**config.mk**
```make
export PLATFORM = sky130hd
export DESIGN_NAME = ddr2_bringup_seq
export DESIGN_NICKNAME = d
export VERILOG_FILES = /design/src/rtl/ddr2_init_pkg.sv /design/src/rtl/ddr2_init_timer.sv /design/src/rtl/ddr2_init_fsm.sv /design/src/rtl/ddr2_init_decode.sv /design/src/rtl/ddr2_init_drive.sv /design/src/rtl/ddr2_bringup_seq.sv
export SDC_FILE = /design/constraint.sdc
export NUM_CORES = 1
export LEC_CHECK = 0
export ABC_CLOCK_PERIOD_IN_PS = 2000
export BUFFER_PORTS_ARGS = -buffer_cell sky130_fd_sc_hd__buf_2
export CORE_AREA = 2 2 74 76
export CTS_CLUSTER_SIZE = 28
export DETAILED_ROUTE_END_ITERATION = 8
export DIE_AREA = 0 0 76 78
export PLACE_DENSITY = 0.7
export SETUP_SLACK_MARGIN = 0.05
export SLEW_MARGIN = 20
export SYNTH_ARGS = -nofsm -noshare
export SYNTH_HDL_FRONTEND = slang
export SYNTH_HIERARCHICAL = 1
export SYNTH_SLANG_ARGS = --single-unit
```
**constraint.sdc**
```tcl
create_clock -name clk -period 2 [get_ports clk]
set_input_delay 0.4 -clock clk [delete_from_list [all_inputs] [get_ports clk]]
set_output_delay 0.4 -clock clk [all_outputs]
set_load 0.05 [all_outputs]
```
**src/rtl/ddr2_init_pkg.sv**
```systemverilog
// Shared command encodings, phase type and step numbering for the
// DDR2 bring-up sequencer. Assumes a single-command-per-cycle bus.
package ddr2_init_pkg;

    // Command field order: {CS#, RAS#, CAS#, WE#}
    typedef logic [3:0] cmd_t;
    localparam cmd_t CMD_DESEL = 4'b1111;
    localparam cmd_t CMD_NOP   = 4'b0111;
    localparam cmd_t CMD_PRE   = 4'b0010;
    localparam cmd_t CMD_MRS   = 4'b0000;

    typedef enum logic [1:0] {
        PH_STAB,
        PH_ISSUE,
        PH_GAP,
        PH_DONE
    } phase_t;

    // Sequence order is behaviour: steps are issued in increasing value.
    typedef logic [2:0] step_t;
    localparam step_t STEP_NOP  = 3'd0;
    localparam step_t STEP_PREA = 3'd1;
    localparam step_t STEP_EMR2 = 3'd2;
    localparam step_t STEP_EMR3 = 3'd3;
    localparam step_t STEP_EMR1 = 3'd4;
    localparam step_t STEP_LAST = STEP_EMR1;

    // Address bit positions decoded by the memory device
    localparam int unsigned AB_ALLBANK = 10;
    localparam int unsigned AB_DRV     = 1;
    localparam int unsigned AB_RTT_LO  = 2;
    localparam int unsigned AB_RTT_HI  = 6;

endpackage

```
**src/rtl/ddr2_init_timer.sv**
```systemverilog
// Loadable down-counter used both for the stabilization wait and for
// the inter-command gaps. Resets to RST_VAL, counts down to zero and
// holds there; a load takes priority over counting.
module ddr2_init_timer #(
    parameter int unsigned CNT_W   = 16,
    parameter int unsigned RST_VAL = 0
) (
    input  logic             clk,
    input  logic             rst_n,
    input  logic             load,
    input  logic [CNT_W-1:0] load_val,
    output logic             expired
);

    logic [CNT_W-1:0] cnt_q;

    // Count register: reset preset, reload, or decrement toward zero.
    always_ff @(posedge clk) begin
        if (!rst_n) begin
            cnt_q <= CNT_W'(RST_VAL);
        end else if (load) begin
            cnt_q <= load_val;
        end else if (cnt_q != '0) begin
            cnt_q <= cnt_q - CNT_W'(1);
        end
    end

    // Zero detect drives the sequencer's phase changes.
    assign expired = (cnt_q == '0);

endmodule

```
**src/rtl/ddr2_init_fsm.sv**
```systemverilog
// Phase and step control for the bring-up. Waits in PH_STAB until the
// timer expires. Each step then spends one cycle in PH_ISSUE and a
// timed run in PH_GAP. After the last step's gap it parks in PH_DONE.
// Assumes gap parameters of at least one cycle.
module ddr2_init_fsm
    import ddr2_init_pkg::*;
#(
    parameter int unsigned CNT_W     = 16,
    parameter int unsigned T_RP_CYC  = 3,
    parameter int unsigned T_MRD_CYC = 2
) (
    input  logic             clk,
    input  logic             rst_n,
    input  logic             expired,
    output phase_t           phase,
    output step_t            step,
    output logic             tmr_load,
    output logic [CNT_W-1:0] tmr_val
);

    localparam logic [CNT_W-1:0] RP_LOAD  = CNT_W'(T_RP_CYC - 1);
    localparam logic [CNT_W-1:0] MRD_LOAD = CNT_W'(T_MRD_CYC - 1);

    phase_t phase_q;
    step_t  step_q;

    // State register: advances phase and step on timer expiry.
    always_ff @(posedge clk) begin
        if (!rst_n) begin
            phase_q <= PH_STAB;
            step_q  <= STEP_NOP;
        end else begin
            case (phase_q)
                PH_STAB:  if (expired) phase_q <= PH_ISSUE;
                PH_ISSUE: phase_q <= PH_GAP;
                PH_GAP: begin
                    if (expired) begin
                        if (step_q == STEP_LAST) begin
                            phase_q <= PH_DONE;
                        end else begin
                            step_q  <= step_q + 3'd1;
                            phase_q <= PH_ISSUE;
                        end
                    end
                end
                default: phase_q <= PH_DONE;
            endcase
        end
    end

    // Gap length follows the command just issued.
    always_comb begin
        tmr_load = (phase_q == PH_ISSUE);
        tmr_val  = (step_q == STEP_PREA) ? RP_LOAD : MRD_LOAD;
    end

    assign phase = phase_q;
    assign step  = step_q;


    issue_one_cycle_chk: assert property (@(posedge clk) disable iff (!rst_n)
        (phase_q == PH_ISSUE) |=> (phase_q == PH_GAP && $stable(step_q)));


    step_order_chk: assert property (@(posedge clk) disable iff (!rst_n)
        (phase_q == PH_ISSUE && $past(phase_q) == PH_GAP)
            |-> (step_q == $past(step_q) + 3'd1));


    done_park_chk: assert property (@(posedge clk) disable iff (!rst_n)
        (phase_q == PH_DONE) |=> (phase_q == PH_DONE));

endmodule

```
**src/rtl/ddr2_init_decode.sv**
```systemverilog
// Combinational decode of phase and step into a bus command, bank
// address, row address, clock enable and completion. Mode fields not
// exposed as parameters are fixed: DLL on, additive latency zero, OCD
// normal. Assumes ROW_W >= 11 and BANK_W >= 2.
module ddr2_init_decode
    import ddr2_init_pkg::*;
#(
    parameter int unsigned ROW_W       = 14,
    parameter int unsigned BANK_W      = 3,
    parameter bit          DRV_REDUCED = 1'b0,
    parameter logic [1:0]  RTT_CODE    = 2'b00
) (
    input  phase_t            phase,
    input  step_t             step,
    output cmd_t              cmd,
    output logic [BANK_W-1:0] ba,
    output logic [ROW_W-1:0]  addr,
    output logic              cke,
    output logic              done
);

    // Command, address and enables for the current phase and step.
    always_comb begin
        cmd  = CMD_NOP;
        ba   = '0;
        addr = '0;
        cke  = 1'b1;
        done = 1'b0;
        case (phase)
            PH_STAB: begin
                cmd = CMD_DESEL;
                cke = 1'b0;
            end
            PH_ISSUE: begin
                case (step)
                    STEP_PREA: begin
                        cmd              = CMD_PRE;
                        addr[AB_ALLBANK] = 1'b1;
                    end
                    STEP_EMR2: begin
                        cmd = CMD_MRS;
                        ba  = BANK_W'(2);
                    end
                    STEP_EMR3: begin
                        cmd = CMD_MRS;
                        ba  = BANK_W'(3);
                    end
                    STEP_EMR1: begin
                        cmd             = CMD_MRS;
                        ba              = BANK_W'(1);
                        addr[AB_DRV]    = DRV_REDUCED;
                        addr[AB_RTT_LO] = RTT_CODE[0];
                        addr[AB_RTT_HI] = RTT_CODE[1];
                    end
                    default: cmd = CMD_NOP;
                endcase
            end
            PH_DONE: done = 1'b1;
            default: cmd = CMD_NOP;
        endcase
    end

endmodule

```
**src/rtl/ddr2_init_drive.sv**
```systemverilog
// Output register stage toward the pads. Registers the decoded command,
// address, clock enable and completion, and fans CS# and CKE out to
// every rank. The data and strobe drivers are never enabled.
module ddr2_init_drive
    import ddr2_init_pkg::*;
#(
    parameter int unsigned RANKS  = 2,
    parameter int unsigned ROW_W  = 14,
    parameter int unsigned BANK_W = 3
) (
    input  logic              clk,
    input  logic              rst_n,
    input  cmd_t              cmd_i,
    input  logic [BANK_W-1:0] ba_i,
    input  logic [ROW_W-1:0]  addr_i,
    input  logic              cke_i,
    input  logic              done_i,
    output logic [RANKS-1:0]  cs_n,
    output logic              ras_n,
    output logic              cas_n,
    output logic              we_n,
    output logic [RANKS-1:0]  cke,
    output logic [BANK_W-1:0] ba,
    output logic [ROW_W-1:0]  addr,
    output logic              data_oe,
    output logic              done,
    output logic              refresh_en
);

    cmd_t              cmd_q;
    logic [BANK_W-1:0] ba_q;
    logic [ROW_W-1:0]  addr_q;
    logic [RANKS-1:0]  cke_q;
    logic              done_q;
    logic              ref_q;

    // Pad register: quiet bus with CKE low in reset.
    always_ff @(posedge clk) begin
        if (!rst_n) begin
            cmd_q  <= CMD_DESEL;
            ba_q   <= '0;
            addr_q <= '0;
            cke_q  <= '0;
            done_q <= 1'b0;
            ref_q  <= 1'b0;
        end else begin
            cmd_q  <= cmd_i;
            ba_q   <= ba_i;
            addr_q <= addr_i;
            cke_q  <= {RANKS{cke_i}};
            done_q <= done_i;
            ref_q  <= done_i;
        end
    end

    // Broadcast the command strobes to all ranks.
    assign cs_n       = {RANKS{cmd_q[3]}};
    assign ras_n      = cmd_q[2];
    assign cas_n      = cmd_q[1];
    assign we_n       = cmd_q[0];
    assign cke        = cke_q;
    assign ba         = ba_q;
    assign addr       = addr_q;
    assign data_oe    = 1'b0;
    assign done       = done_q;
    assign refresh_en = ref_q;


    quiet_while_cke_low_chk: assert property (@(posedge clk) disable iff (!rst_n)
        (cke_q == '0) |-> (cmd_q == CMD_DESEL && addr_q == '0 && ba_q == '0));


    cke_hold_chk: assert property (@(posedge clk) disable iff (!rst_n)
        (|cke_q) |=> (&cke_q));


    cke_rise_nop_chk: assert property (@(posedge clk) disable iff (!rst_n)
        $rose(cke_q[0]) |-> (cmd_q == CMD_NOP));


    emr1_fields_chk: assert property (@(posedge clk) disable iff (!rst_n)
        (cmd_q == CMD_MRS && ba_q == BANK_W'(1))
            |-> (addr_q[0] == 1'b0 && addr_q[5:3] == 3'b000 && addr_q[9:7] == 3'b000));


    done_hold_chk: assert property (@(posedge clk) disable iff (!rst_n)
        done_q |=> (done_q && ref_q));


    idle_after_done_chk: assert property (@(posedge clk) disable iff (!rst_n)
        done_q |-> (cmd_q == CMD_NOP && (&cke_q)));

endmodule

```
**src/rtl/ddr2_bringup_seq.sv**
```systemverilog
// Top of the DDR2 power-up initialization sequencer. Derives the
// stabilization count from CLK_MHZ and STAB_US, and ties together the
// timer, phase control, command decode and pad register stage.
// Assumes STAB_CYCLES, T_RP_CYC and T_MRD_CYC are all at least one.
module ddr2_bringup_seq #(
    parameter int unsigned CLK_MHZ     = 200,
    parameter int unsigned STAB_US     = 200,
    parameter int unsigned T_RP_CYC    = 3,
    parameter int unsigned T_MRD_CYC   = 2,
    parameter int unsigned RANKS       = 2,
    parameter int unsigned ROW_W       = 14,
    parameter int unsigned BANK_W      = 3,
    parameter bit          DRV_REDUCED = 1'b0,
    parameter logic [1:0]  RTT_CODE    = 2'b00
) (
    input  logic              clk,
    input  logic              rst_n,
    output logic [RANKS-1:0]  mem_cs_n,
    output logic              mem_ras_n,
    output logic              mem_cas_n,
    output logic              mem_we_n,
    output logic [RANKS-1:0]  mem_cke,
    output logic [BANK_W-1:0] mem_ba,
    output logic [ROW_W-1:0]  mem_addr,
    output logic              data_oe,
    output logic              init_done,
    output logic              refresh_en
);
    import ddr2_init_pkg::*;

    localparam int unsigned STAB_CYCLES = CLK_MHZ * STAB_US;
    localparam int unsigned GAP_MAX     = (T_RP_CYC > T_MRD_CYC) ? T_RP_CYC : T_MRD_CYC;
    localparam int unsigned CNT_MAX     = (STAB_CYCLES > GAP_MAX) ? STAB_CYCLES : GAP_MAX;
    localparam int unsigned CNT_W       = $clog2(CNT_MAX + 1);

    logic             expired;
    logic             tmr_load;
    logic [CNT_W-1:0] tmr_val;
    phase_t           phase;
    step_t            step;
    cmd_t             dec_cmd;
    logic [BANK_W-1:0] dec_ba;
    logic [ROW_W-1:0] dec_addr;
    logic             dec_cke;
    logic             dec_done;

    ddr2_init_timer #(
        .CNT_W   (CNT_W),
        .RST_VAL (STAB_CYCLES - 1)
    ) u_timer (
        .clk      (clk),
        .rst_n    (rst_n),
        .load     (tmr_load),
        .load_val (tmr_val),
        .expired  (expired)
    );

    ddr2_init_fsm #(
        .CNT_W     (CNT_W),
        .T_RP_CYC  (T_RP_CYC),
        .T_MRD_CYC (T_MRD_CYC)
    ) u_fsm (
        .clk      (clk),
        .rst_n    (rst_n),
        .expired  (expired),
        .phase    (phase),
        .step     (step),
        .tmr_load (tmr_load),
        .tmr_val  (tmr_val)
    );

    ddr2_init_decode #(
        .ROW_W       (ROW_W),
        .BANK_W      (BANK_W),
        .DRV_REDUCED (DRV_REDUCED),
        .RTT_CODE    (RTT_CODE)
    ) u_decode (
        .phase (phase),
        .step  (step),
        .cmd   (dec_cmd),
        .ba    (dec_ba),
        .addr  (dec_addr),
        .cke   (dec_cke),
        .done  (dec_done)
    );

    ddr2_init_drive #(
        .RANKS  (RANKS),
        .ROW_W  (ROW_W),
        .BANK_W (BANK_W)
    ) u_drive (
        .clk        (clk),
        .rst_n      (rst_n),
        .cmd_i      (dec_cmd),
        .ba_i       (dec_ba),
        .addr_i     (dec_addr),
        .cke_i      (dec_cke),
        .done_i     (dec_done),
        .cs_n       (mem_cs_n),
        .ras_n      (mem_ras_n),
        .cas_n      (mem_cas_n),
        .we_n       (mem_we_n),
        .cke        (mem_cke),
        .ba         (mem_ba),
        .addr       (mem_addr),
        .data_oe    (data_oe),
        .done       (init_done),
        .refresh_en (refresh_en)
    );

endmodule

```
* Yosys cells after proc, flatten, opt, wreduce, memory -nomap -nowiden
Cells that the tools add are included.
Widths: inputs -> output; s select.
** Storage, ports and cells
- Bits in registers :: 44
- Bits of input ports :: 2
- Output and inout bits :: 27
** Operators by class
- $add $sub $neg :: 2
- Equal/unequal tests :: 9
- Mux-type cells :: 13
- Bitwise logic cells :: 1
- Reductions and logical operators :: 8
** Operators with widths (number)
- $mux 16 :: 2
- $logic_not 16->1 :: 1
- $reduce_bool 16->1 :: 1
- $sub 16x1->16 const B :: 1
- $pmux 2 s3 :: 2
- $mux 2 :: 4
- $pmux 4 s2 :: 1
- $eq 3x2->1 const B :: 2
- $pmux 3 s2 :: 1
- $eq 2x2->1 const B :: 2
- $ne 2x2->1 const B :: 2
- $reduce_and 2->1 :: 2
- $add 3x1->3 const B :: 1
- $eq 3x1->1 const B :: 1
- $eq 3x3->1 const B :: 1
- $mux 1 :: 3
- $reduce_and 3->1 :: 1
- $reduce_or 3->1 :: 1
- $eq 2x1->1 const B :: 1
- $logic_not 2->1 :: 1
- $reduce_bool 2->1 :: 1
- $not 1->1 :: 1

* Longest topological paths before layout
Gate-level depths: netlist of run 1.
- Depth after elaboration :: 4
- Depth in mapped cells :: 8
- Mapped depth without buffers :: 8

* Cells and area by module
The synthesis of run 1 kept the hierarchy.
** By module, submodules not included
- ddr2_init_timer :: instances 1, cells each 117, area each 962.2 µm², seq. area each 320.3 µm²
- ddr2_init_drive :: instances 1, cells each 53, area each 649.4 µm², seq. area each 460.4 µm²
- ddr2_init_fsm :: instances 1, cells each 44, area each 395.4 µm², seq. area each 100.1 µm²
- ddr2_init_decode :: instances 1, cells each 30, area each 212.7 µm², seq. area each 0.0 µm²

* Worst setup path before layout of run 1
OpenSTA, ideal clock, no wires.
- Kind :: reg-to-reg
- Start :: reg u_timer.cnt_q[0]
- End :: reg u_fsm.step_q[0], in the netlist u_fsm/step[0]
- Library setup time :: 0.072 ns
- Arrival :: 2.034 ns
- Required time :: 1.928 ns
- Path slack :: -0.105 ns
- Stages on the path, launching flop included :: 9
- Clock period less this slack :: 2.105 ns
- Path through :: dfxtp_1 inv_1 ha_1 nor3b_1 nand2_1 nor4_1 a21bo_4 nor3b_4 mux2i_1
** Between the ends
- Word-level cells in the longest chain between the ends :: 2
** RTL lines
- from (decl) :: line ddr2_init_timer.sv:15 : logic [CNT_W-1:0] cnt_q;
- from (signal assigned) :: line ddr2_init_timer.sv:20 : cnt_q <= CNT_W'(RST_VAL);
- from (signal assigned) :: line ddr2_init_timer.sv:22 : cnt_q <= load_val;
- from (signal assigned) :: line ddr2_init_timer.sv:24 : cnt_q <= cnt_q - CNT_W'(1);
- $logic_not 16->1 :: line ddr2_init_timer.sv:29 : assign expired = (cnt_q == '0);
- net expired :: line ddr2_bringup_seq.sv:36 : logic expired;
- $reduce_and 3->1 (no line)
- to (signal assigned) :: line ddr2_init_fsm.sv:41 : step_q <= step_q + 3'd1;
- to (decl) :: line ddr2_init_fsm.sv:25 : step_t step_q;
The timed path passes the listed nets, and every way through them passes these cells.
A chain may end at the register's enable or synchronous reset.

* Worst setup path after layout of run 1
- Start :: reg u_timer.cnt_q[10]
- End :: reg u_fsm.step_q[0], in the netlist u_fsm/step[0]
Same word-level chain as after synthesis.

==> Implementation_results.wiki, run 1 <==
{| class="wikitable"
! Metric !! Value
|-
| Status || finished with violations
|-
| Violations in the final reports || setup timing
|-
| Die span in y || 78 um
|-
| Biggest area contributors in the synthesized netlist || dfxtp_1 (40%), buf_4 (11%), and2_1 (6.2%)
|-
| Number of buffers inserted by port buffering || 27
|-
| Worst hold slack || 0.421 ns
|-
| HPWL Detailed || 2.61 mm
|-
| Leakage power figure || 1.10 nW
|-
| Worst-path clk slew || 0.08 ns
|-
| Max-capacitance violation count || 0
|-
| Antenna violations before repair || 0
|-
| Largest vdd supply drop || 0.257 mV
|-
| Worst slack at placement || 0.0287 ns
|-
| Number of nets with antenna violations after detailed routing || 0
|-
| Sinks on the clock net || 44
|-
| Start of the worst register-to-register path || u_timer/cnt_q[10]
|-
| Root Buffer || clkbuf_8
|-
| Number of standard cells after synthesis || 244
|-
| Mapped cell area || 2220 um2
|-
| Fraction of final layout cells with drive strength greater than 1 || 24.3%
|-
| Worst hold path depth || 2
|-
| Horiz. Die Dim || 76 um
|-
| Unique masters post-synth || 57
|-
| Final nets || 289
|-
| Final GP Congestion || 0.796
|-
| Number of vias in the routed layout || 1611
|-
| Setup WS post-layout || -0.0163 ns
|-
| Highest clock rate || 0.496 GHz
|-
| Arrival time at the worst endpoint || 2.24 ns
|-
| Iteration-0 DRC count of the detailed router || 70
|-
| Detailed Routing Iterations Pass 1 || 4
|-
| I/O Pins || 29
|-
| Number of buffers between clock root and the deepest sink || 2
|-
| Syn avg cell area || 9.10 um2
|-
| Number of pins exceeding their max-slew limit in the final report || 0
|-
| Pin count of the biggest net entering global routing || 22
|-
| Routed vias/inst || 4.55
|-
| All-Layer GR Usage || 12.6%
|-
| Number of placement rows || 26
|-
| Share of the clock period used by the worst path || 101%
|-
| Area of the die || 5930 um2
|-
| Setup violations, final || 2
|-
| Critical Setup Path Class || flip-flop to flip-flop
|-
| Vias in the first global route || 1351
|-
| Starting density of the core || 44.0%
|-
| Sequential area share after synthesis || 39.7%
|-
| Number of enable flip-flop cells after synthesis || 0
|-
| Clock tree from TritonCTS || yes
|-
| Area grow syn2layout || 14.2%
|-
| Worst Hold Class || input port to flip-flop
|-
| Startpoint Class || flip-flop
|-
| Share of the synthesized area in the top cell type || 39.7%
|-
| Endpoint class of the critical path || flip-flop
|-
| Pwr dens || 670 nW/um2
|-
| Fillers || 468
|-
| Final hold violation count || 0
|-
| Required time at the worst-slack endpoint || 2.22 ns
|-
| Clock buffer count from CTS || 5
|-
| Tightest Pin Transition || 0.566 ns
|-
| Deepest level of the CTS H-tree || 2
|-
| Reg-to-Reg End || u_fsm/step[0]
|-
| Number of antenna diodes || 0
|-
| Setup slack of the worst register-to-register path || -0.02 ns
|-
| Most used standard cell by instance count after synthesis || dfxtp_1
|-
| Routed WL || 3.66 mm
|-
| Dominant cell type by area after synthesis || dfxtp_1
|-
| Time the final worst path needs with I/O delays and setup || 2.02 ns
|-
| Worst clock skew || 0.00650 ns
|-
| Wire length of the first global-routing pass || 6.11 mm
|-
| Number of warning messages in the yosys log || 6
|-
| Largest fanout on the critical path || 4
|-
| Number of buffers inserted by hold repair at cts || 0
|-
| #FFs+latches synth || 44
|-
| Remaining routing DRC violations || 0
|-
| Later-pin clock latency in the skew report || 0.30 ns
|-
| Area of the core || 5040 um2
|-
| Unrepaired setup endpoints after global routing || yes
|-
| Slew headroom || 61.9%
|-
| Depth of the worst register-to-register path || 5
|-
| Main synth FF type || dfxtp_1
|-
| FFs w/ async S/R, synth || 0%
|-
| Overflow after GRT || 0
|-
| Most used standard cells in the synthesized netlist || dfxtp_1 (44), buf_4 (33), nand2_1 (23), and2_1 (22), nor2_1 (9)
|-
| Source of the worst hold timing path || rst_n
|-
| Routed len/inst || 10.3 um
|-
| End point of the most critical hold path || u_drive/cmd_q[3]
|}
-- how the worst max path moves through the flow --
stage | to | slack (ns) | start
floorplan | u_fsm/step[0] | 0.06 | u_timer/cnt_q[12]
global placement | u_fsm/step[0] | 0.11 | u_timer/cnt_q[1]
detailed placement | u_fsm/step[0] | 0.03 | u_timer/cnt_q[0]
CTS | u_fsm/step[0] | 0.05 | u_timer/cnt_q[1]
global route | u_fsm/step[0] | -0.08 | u_timer/cnt_q[10]
finish | u_fsm/step[0] | -0.02 | u_timer/cnt_q[10]
-- critical path, cell delays in order (launching register included) --
cell and delay (ns):
dfxtp_2 0.34, or4_4 0.58, nor4_4 0.29, a21bo_4 0.28, nor3b_4 0.25, mux2i_1 0.20
-- registers in the layout, indices dropped and copies added, names as in the netlist --
signal and count:
u_drive/cmd_q 4, u_drive/ba 3, u_fsm/phase 2, u_drive/addr 14, u_drive/cke 1, u_fsm/step 3, u_timer/cnt_q 16, u_drive/refresh_en 1
-- final cells by class --
type | count | area [um2] | area share, %
repair buffers | 45 | 270 | 10.7
inverters | 7 | 26.3 | 1.04
well taps | 70 | 87.6 | 3.46
flip-flops and latches | 44 | 882 | 34.8
clock inverters | 2 | 35.0 | 1.38
clock buffers | 6 | 72.6 | 2.86
multi-input cells | 180 | 1160 | 45.8
-- placed cells by master (no fill, tap or decap), drive strengths merged, types with 6 or more instances in the layout --
master,n
nand2,23
and2,22
o21ai,9
buf,45
nor4,8
clkbuf,6
nor2,9
inv,7
nor2b,8
dfxtp,44
conb,29
nor3,6
-- repair_timing --
item,4_1_cts,5_1_grt
gates resized for setup,3,1
setup endpoints to repair,2,3
buffers inserted,2,3
pin swaps,3,5
-- kinds of logic (layout without fill, tap and decap cells) --
kind of cell	count (synthesis)	count (layout)	share of synthesized area [%]
AO/OA/AOI/OAI	31	31	10.2
XOR/XNOR	6	6	2.37
adder cells (fa/ha/maj)	4	4	2.25
buffers and inverters	46	60	13.8
flip-flops	44	44	39.7
multiplexers	4	4	1.80
other	3	29	0.507
AND/OR/NAND/NOR	106	106	29.4
-- metrics by stage --
stage / TNS (ns) / instance area, um2 / power, mW / cells / utilization [%]
floorplan: 0 / 2340 / 1.06 / 270 / -
global placement: 0 / 2380 / 1.05 / 341 / 47.1
detailed placement: 0 / 2380 / 1.05 / 341 / 47.1
CTS: 0 / 2510 / 1.72 / 351 / 49.8
global route: -0.119 / 2530 / 1.78 / 354 / 50.3
finish: -0.0198 / 2530 / 1.70 / 354 / 50.3
-- power by group --
group          leakage, nW  switching, mW  total (mW)  internal, mW
Sequential           0.359        0.00894       0.904         0.895
Combinational        0.691         0.0945       0.132        0.0371
Clock               0.0552          0.291       0.661         0.371
-- metal layers --
metal	vias up	GRT usage, %	share of wire, %
met4	0	3.27	0.93
met1	728	16.7	49
met2	29	20.7	47
met5	-	0	0
li1	852	-	-
met3	2	3.26	4.0
Note: power is estimated with default switching activity, not from simulation.
==> inputs of run 2 (changes only) <==
REMOVE_ABC_BUFFERS = 1   (was default)
==> run 2 against run 1 <==
Against the previous run: the run still ends with setup timing left; non-clock buffer count grew 2; power shrank 8.0%; count of clock-buffer cells in the layout shrank 1; sequential share of layout area rose by 0.26 points; critical path depth grew 1; cell count up 0.28%; routed wire length rose by 0.30%; utilization is 0.30 points lower; clock skew down 0.0024 ns; first-iteration DRC count increased by 13%.
==> Implementation_results.wiki, run 2 (same netlist as run 1, synthesis figures left out) <==
{| class="wikitable"
! Metric !! Value
|-
| Worst hold path depth || 2 (unchanged)
|-
| Largest reg by FF count || u_timer/cnt_q
|-
| HPWL Detailed || 2.65 mm (+1.3%)
|-
| Number of buffers between clock root and the deepest sink || 2 (unchanged)
|-
| Starting density of the core || 44.0% (unchanged)
|-
| Flip-flop count of the largest register after layout || 16 (unchanged)
|-
| Later-pin clock latency in the skew report || 0.29 ns (about the same)
|-
| Vias in the first global route || 1394 (+3.2%)
|-
| Startpoint Class || flip-flop
|-
| Iteration-0 DRC count of the detailed router || 79 (+13%)
|-
| Detailed Routing Iterations Pass 1 || 4 (unchanged)
|-
| Setup violations, final || 1 (-1)
|-
| Number of placement rows || 26 (unchanged)
|-
| Final GP Congestion || 0.823 (+3.3%)
|-
| Time the final worst path needs with I/O delays and setup || 2.00 ns (-0.0153 ns)
|-
| Max-capacitance violation count || 0 (unchanged)
|-
| Clock buffer count from CTS || 5 (unchanged)
|-
| Number of buffers inserted by port buffering || 27 (unchanged)
|-
| Largest vdd supply drop || 0.402 mV (+57%)
|-
| Clock tree from TritonCTS || yes
|-
| Die span in y || 78 um (unchanged)
|-
| Depth of the worst register-to-register path || 6 (+1)
|-
| Status || finished with violations
|-
| Violations in the final reports || setup timing
|-
| Leading cell types in the layout, fill and taps excluded || dfxtp_1 (42), conb_1 (29), buf_2 (27)
|-
| Final hold violation count || 0 (unchanged)
|-
| Endpoint class of the critical path || flip-flop
|-
| Worst Hold Class || input port to flip-flop
|-
| Deepest level of the CTS H-tree || 2 (unchanged)
|-
| Worst-path clk slew || 0.08 ns (about the same)
|-
| Tot Pwr || 1.56 mW (-8.0%)
|-
| Required time at the worst-slack endpoint || 2.23 ns (about the same)
|-
| Final nets || 291 (+0.69%)
|-
| Leakage power figure || 1.10 nW (-0.14%)
|-
| Arrival time at the worst endpoint || 2.23 ns (about the same)
|-
| Antenna violations before repair || 0 (unchanged)
|-
| Critical Setup Path Class || flip-flop to flip-flop
|-
| Pwr dens || 620 nW/um2 (-7.4%)
|-
| Number of vias in the routed layout || 1628 (+1.1%)
|-
| Commonest non-fill, non-tap cell in the layout || dfxtp_1
|-
| Sinks on the clock net || 44 (unchanged)
|-
| Area of the core || 5040 um2 (unchanged)
|-
| Number of pins exceeding their max-slew limit in the final report || 0 (unchanged)
|-
| Remaining routing DRC violations || 0 (unchanged)
|-
| I/O Pins || 29 (unchanged)
|-
| Worst slack at placement || -0.0181 ns (-0.0468 ns)
|-
| Highest clock rate || 0.500 GHz (+0.76%)
|-
| Share of the clock period used by the worst path || 100% (-0.76 points)
|-
| Wire length of the first global-routing pass || 6.40 mm (+4.6%)
|-
| Routed vias/inst || 4.59 (+0.77%)
|-
| Number of nets with antenna violations after detailed routing || 0 (unchanged)
|-
| Largest fanout on the critical path || 4 (unchanged)
|-
| All-Layer GR Usage || 13.4% (+0.72 points)
|-
| Horiz. Die Dim || 76 um (unchanged)
|-
| Unrepaired setup endpoints after global routing || yes
|-
| Worst clock skew || 0.00407 ns (-0.00243 ns)
|-
| Setup WS post-layout || -0.00105 ns (+0.0153 ns)
|-
| Number of antenna diodes || 0 (unchanged)
|-
| Routed len/inst || 10.3 um (about the same)
|-
| Overflow after GRT || 0 (unchanged)
|-
| Fraction of final layout cells with drive strength greater than 1 || 24.6% (+0.27 points)
|-
| Routed WL || 3.67 mm (+0.30%)
|-
| Number of buffers inserted by hold repair at cts || 0 (unchanged)
|-
| Pin count of the biggest net entering global routing || 34 (+55%)
|-
| Area of the die || 5930 um2 (unchanged)
|-
| Root Buffer || clkbuf_8
|-
| Area grow syn2layout || 13.5%
|}
## run 2: worst paths after layout
path,start,endpoint,slack (ns)
hold / removal,rst_n,u_timer/cnt_q[4],0.41
hold reg to reg,u_fsm/step[1],u_fsm/step[1],0.57
setup reg to reg,u_timer/cnt_q[7],u_fsm/step[0],-0.001
setup / recovery,u_timer/cnt_q[7],u_fsm/step[0],-0.001
## run 2: layer usage
| layer | GRT usage [%] | share of wire [%] | up-vias |
|---|---|---|---|
| li1 | - | - | 850 |
| met1 | 15.9 | 48 | 736 |
| met2 | 22.6 | 46 | 35 |
| met3 | 3.72 | 4.5 | 7 |
| met4 | 6.00 | 1.5 | 0 |
| met5 | 0 | 0 | - |
## run 2: cell type report
| cell class | count | area, um2 |
|---|---|---|
| fillers | 469 | 2520 |
| well taps | 70 | 87.6 |
| flip-flops and latches | 44 | 883 |
| clock buffers | 5 | 68.8 |
| clock inverters | 2 | 12.5 |
| multi-input cells | 180 | 1160 |
| inverters | 7 | 26.3 |
| repair buffers | 47 | 285 |
## run 2: what timing repair did
| action | CTS | global route |
|---|---|---|
| pin swaps | 2 | 4 |
| buffers inserted | 0 | 2 |
| gates resized for setup | 2 | 4 |
| endpoints found under the setup margin | 4 | 5 |
## run 2: power breakdown
part	internal, mW	leakage (nW)	switching (mW)
Combinational	0.0382	0.703	0.0965
Clock	0.236	0.0400	0.288
Sequential	0.895	0.360	0.00753
Total	1.17	1.10	0.392
## run 2: metrics by stage
stage	std cells	util (%)	instance area (um2)	hold slack [ns]	setup TNS (ns)
global route	355	50.0	2520	0.414	-0.226
global placement	346	47.5	2390	0.548	0
finish	355	50.0	2520	0.410	-0.00105
CTS	353	49.3	2490	0.398	0
detailed placement	346	47.5	2390	0.561	-0.0347
floorplan	231	-	2040	0.472	-0.298
## run 2: critical path: stages, from the launching register on
cell and delay, ns:
dfxtp_2 0.32, or4_4 0.56, nor4_4 0.26, buf_4 0.15, a21bo_4 0.24, nor3b_4 0.21
mux2i_1 0.20
==> inputs of run 3 (changes only) <==
PLACE_DENSITY = 0.71   (was 0.7)
==> run 3 against run 2 <==
Against the previous run: the run now ends clean; largest power group unchanged; flip-flop and latch count unchanged; highest routed layer unchanged; critical path type unchanged; global-route usage down 0.47 points; cell count up 0.56%; combinational power about the same; power up 4.5%; sequential power about the same; critical endpoint is now u_fsm/step[1]; maximum frequency up 1.6%; count of clock-buffer cells in the layout up 1; final area up 1.7%; worst hold slack better by 0.022 ns; largest cell class unchanged; critical path depth unchanged.
==> Implementation_results.wiki, run 3 (same netlist as run 1, synthesis figures left out) <==
{| class="wikitable"
! Metric !! Value
|-
| Routed len/inst || 10.2 um (-1.1%)
|-
| Iteration-0 DRC count of the detailed router || 79 (unchanged)
|-
| Worst-path clk slew || 0.08 ns (about the same)
|-
| Sum of buffers and inverters on the critical path || 1 (unchanged)
|-
| Routed WL || 3.65 mm (-0.57%)
|-
| Deepest level of the CTS H-tree || 2 (unchanged)
|-
| Sinks on the clock net || 44 (unchanged)
|-
| Number of buffers between clock root and the deepest sink || 2 (unchanged)
|-
| Overflow after GRT || 0 (unchanged)
|-
| Number of buffers inserted by hold repair at cts || 0 (unchanged)
|-
| Highest clock rate || 0.508 GHz (+1.6%)
|-
| Wire length of the first global-routing pass || 6.21 mm (-2.9%)
|-
| Met3 Use GR || 2.91% (-0.81 points)
|-
| Endpoint class of the critical path || flip-flop
|-
| Worst slack at placement || -0.0531 ns (-0.0349 ns)
|-
| Pin count of the biggest net entering global routing || 30 (-12%)
|-
| Number of pins exceeding their max-slew limit in the final report || 0 (unchanged)
|-
| All-Layer GR Usage || 12.9% (-0.47 points)
|-
| Root Buffer || clkbuf_8
|-
| Number of antenna diodes || 0 (unchanged)
|-
| Horiz. Die Dim || 76 um (unchanged)
|-
| Starting density of the core || 44.0% (unchanged)
|-
| Clock buffer count from CTS || 5 (unchanged)
|-
| Later-pin clock latency in the skew report || 0.30 ns (about the same)
|-
| Final GP Congestion || 0.824 (+0.19%)
|-
| Highest-delay cell along the critical path || or4_4
|-
| Number of placement rows || 26 (unchanged)
|-
| Worst clock skew || 0.00294 ns (-0.00113 ns)
|-
| Leading cell types in the layout, fill and taps excluded || dfxtp_1 (41), conb_1 (29), buf_2 (27)
|-
| Met2 demand-to-capacity share in global routing || 21.3% (-1.3 points)
|-
| Commonest non-fill, non-tap cell in the layout || dfxtp_1
|-
| Arrival time at the worst endpoint || 2.19 ns (-0.04 ns)
|-
| Setup WS post-layout || 0.0312 ns (+0.0322 ns)
|-
| Area of the die || 5930 um2 (unchanged)
|-
| Area grow syn2layout || 15.5%
|-
| Largest fanout on the critical path || 4 (unchanged)
|-
| Gr busiest metal || met2
|-
| Unrepaired setup endpoints after global routing || yes
|-
| Number of vias in the routed layout || 1597 (-1.9%)
|-
| Required time at the worst-slack endpoint || 2.22 ns (about the same)
|-
| Share of the clock period used by the worst path || 98.4% (-1.6 points)
|-
| Fraction of final layout cells with drive strength greater than 1 || 26.8% (+2.3 points)
|-
| Setup violations, final || 0 (-1)
|-
| Dpl cell area || 2390 um2 (unchanged)
|-
| Area of the core || 5040 um2 (unchanged)
|-
| I/O Pins || 29 (unchanged)
|-
| Remaining routing DRC violations || 0 (unchanged)
|-
| Die span in y || 78 um (unchanged)
|-
| Clock tree from TritonCTS || yes
|-
| Pwr dens || 637 nW/um2 (+2.7%)
|-
| Leakage power figure || 1.11 nW (+0.31%)
|-
| Max-capacitance violation count || 0 (unchanged)
|-
| Cells traversed along the worst timing path || or4_4, nor4_4, buf_4, a21bo_4, nor3b_4, mux2i_1
|-
| Final nets || 292 (+0.34%)
|-
| Vias in the first global route || 1375 (-1.4%)
|-
| Design area || 2560 um2 (+1.7%)
|-
| Startpoint Class || flip-flop
|-
| CP max stage delay || 0.55 ns (about the same)
|-
| Worst Hold Class || input port to flip-flop
|-
| Number of nets with antenna violations after detailed routing || 0 (unchanged)
|-
| Family with the most delay on the worst path || simple AND/OR/NAND/NOR gates
|-
| Flip-flop count of the largest register after layout || 16 (unchanged)
|-
| Status || finished, final reports clean
|-
| HPWL Detailed || 2.57 mm (-2.9%)
|-
| Number of buffers inserted by port buffering || 27 (unchanged)
|-
| Fillers || 482 (+2.8%)
|-
| Largest vdd supply drop || 0.323 mV (-20%)
|-
| Final hold violation count || 0 (unchanged)
|-
| Largest reg by FF count || u_timer/cnt_q
|-
| Critical Setup Path Class || flip-flop to flip-flop
|-
| Antenna violations before repair || 0 (unchanged)
|-
| Routed vias/inst || 4.47 (-2.5%)
|-
| Met1 capacity usage during global routing || 16.0% (+0.13 points)
|-
| Time the final worst path needs with I/O delays and setup || 1.97 ns (-0.0322 ns)
|-
| Detailed Routing Iterations Pass 1 || 4 (unchanged)
|}
run 3: layer usage:
layer,up-vias,wire (um)
met3,5,139
met4,0,55
met5,-,0
li1,852,-
met2,29,1690
met1,711,1760
run 3: worst register-to-register path: stages, from the launching register on:
cell     delay [ns]
dfxtp_1        0.32
or4_4          0.55
nor4_4         0.21
buf_4          0.14
a21bo_4        0.24
nor3b_4        0.21
mux2i_1        0.22
run 3: layout make-up:
cell class / instances / area (um2) / area share, %
clock buffers: 6 / 82.6 / 3.22
clock inverters: 2 / 15.0 / 0.586
inverters: 7 / 26.3 / 1.02
multi-input cells: 180 / 1170 / 45.7
flip-flops and latches: 44 / 885 / 34.5
well taps: 70 / 87.6 / 3.42
repair buffers: 48 / 297 / 11.6
run 3: timing repair:
action,CTS,global route
pin swaps,1,5
setup buffers,1,2
gates resized for setup,2,11
endpoints found under the setup margin,3,5
run 3: stage by stage:
| step | utilization [%] | instances | power, mW | hold WS (ns) | TNS [ns] |
|---|---|---|---|---|---|
| finish | 50.8 | 357 | 1.63 | 0.432 | 0 |
| floorplan | - | 231 | 1.02 | 0.472 | -0.298 |
| global route | 50.8 | 357 | 1.71 | 0.454 | -0.0813 |
| detailed placement | 47.5 | 346 | 1.05 | 0.557 | -0.0822 |
| global placement | 47.5 | 346 | 1.05 | 0.543 | 0 |
| CTS | 49.8 | 355 | 1.64 | 0.437 | 0 |
run 3: final timing paths:
check | start | to | slack, ns | cells past startpoint
max | u_timer/cnt_q[15] | u_fsm/step[1] | 0.03 | 6
min | rst_n | u_timer/cnt_q[12] | 0.43 | 2
max reg2reg | u_timer/cnt_q[15] | u_fsm/step[1] | 0.03 | 6
min reg2reg | u_timer/cnt_q[10] | u_timer/cnt_q[10] | 0.57 | 1
run 3: report_power, final:
part / switching [mW] / total (mW) / internal (mW) / leakage (nW)
registers: 0.00843 / 0.905 / 0.896 / 0.360
clock network: 0.312 / 0.591 / 0.280 / 0.0434
logic: 0.0965 / 0.136 / 0.0395 / 0.704
total: 0.417 / 1.63 / 1.22 / 1.11
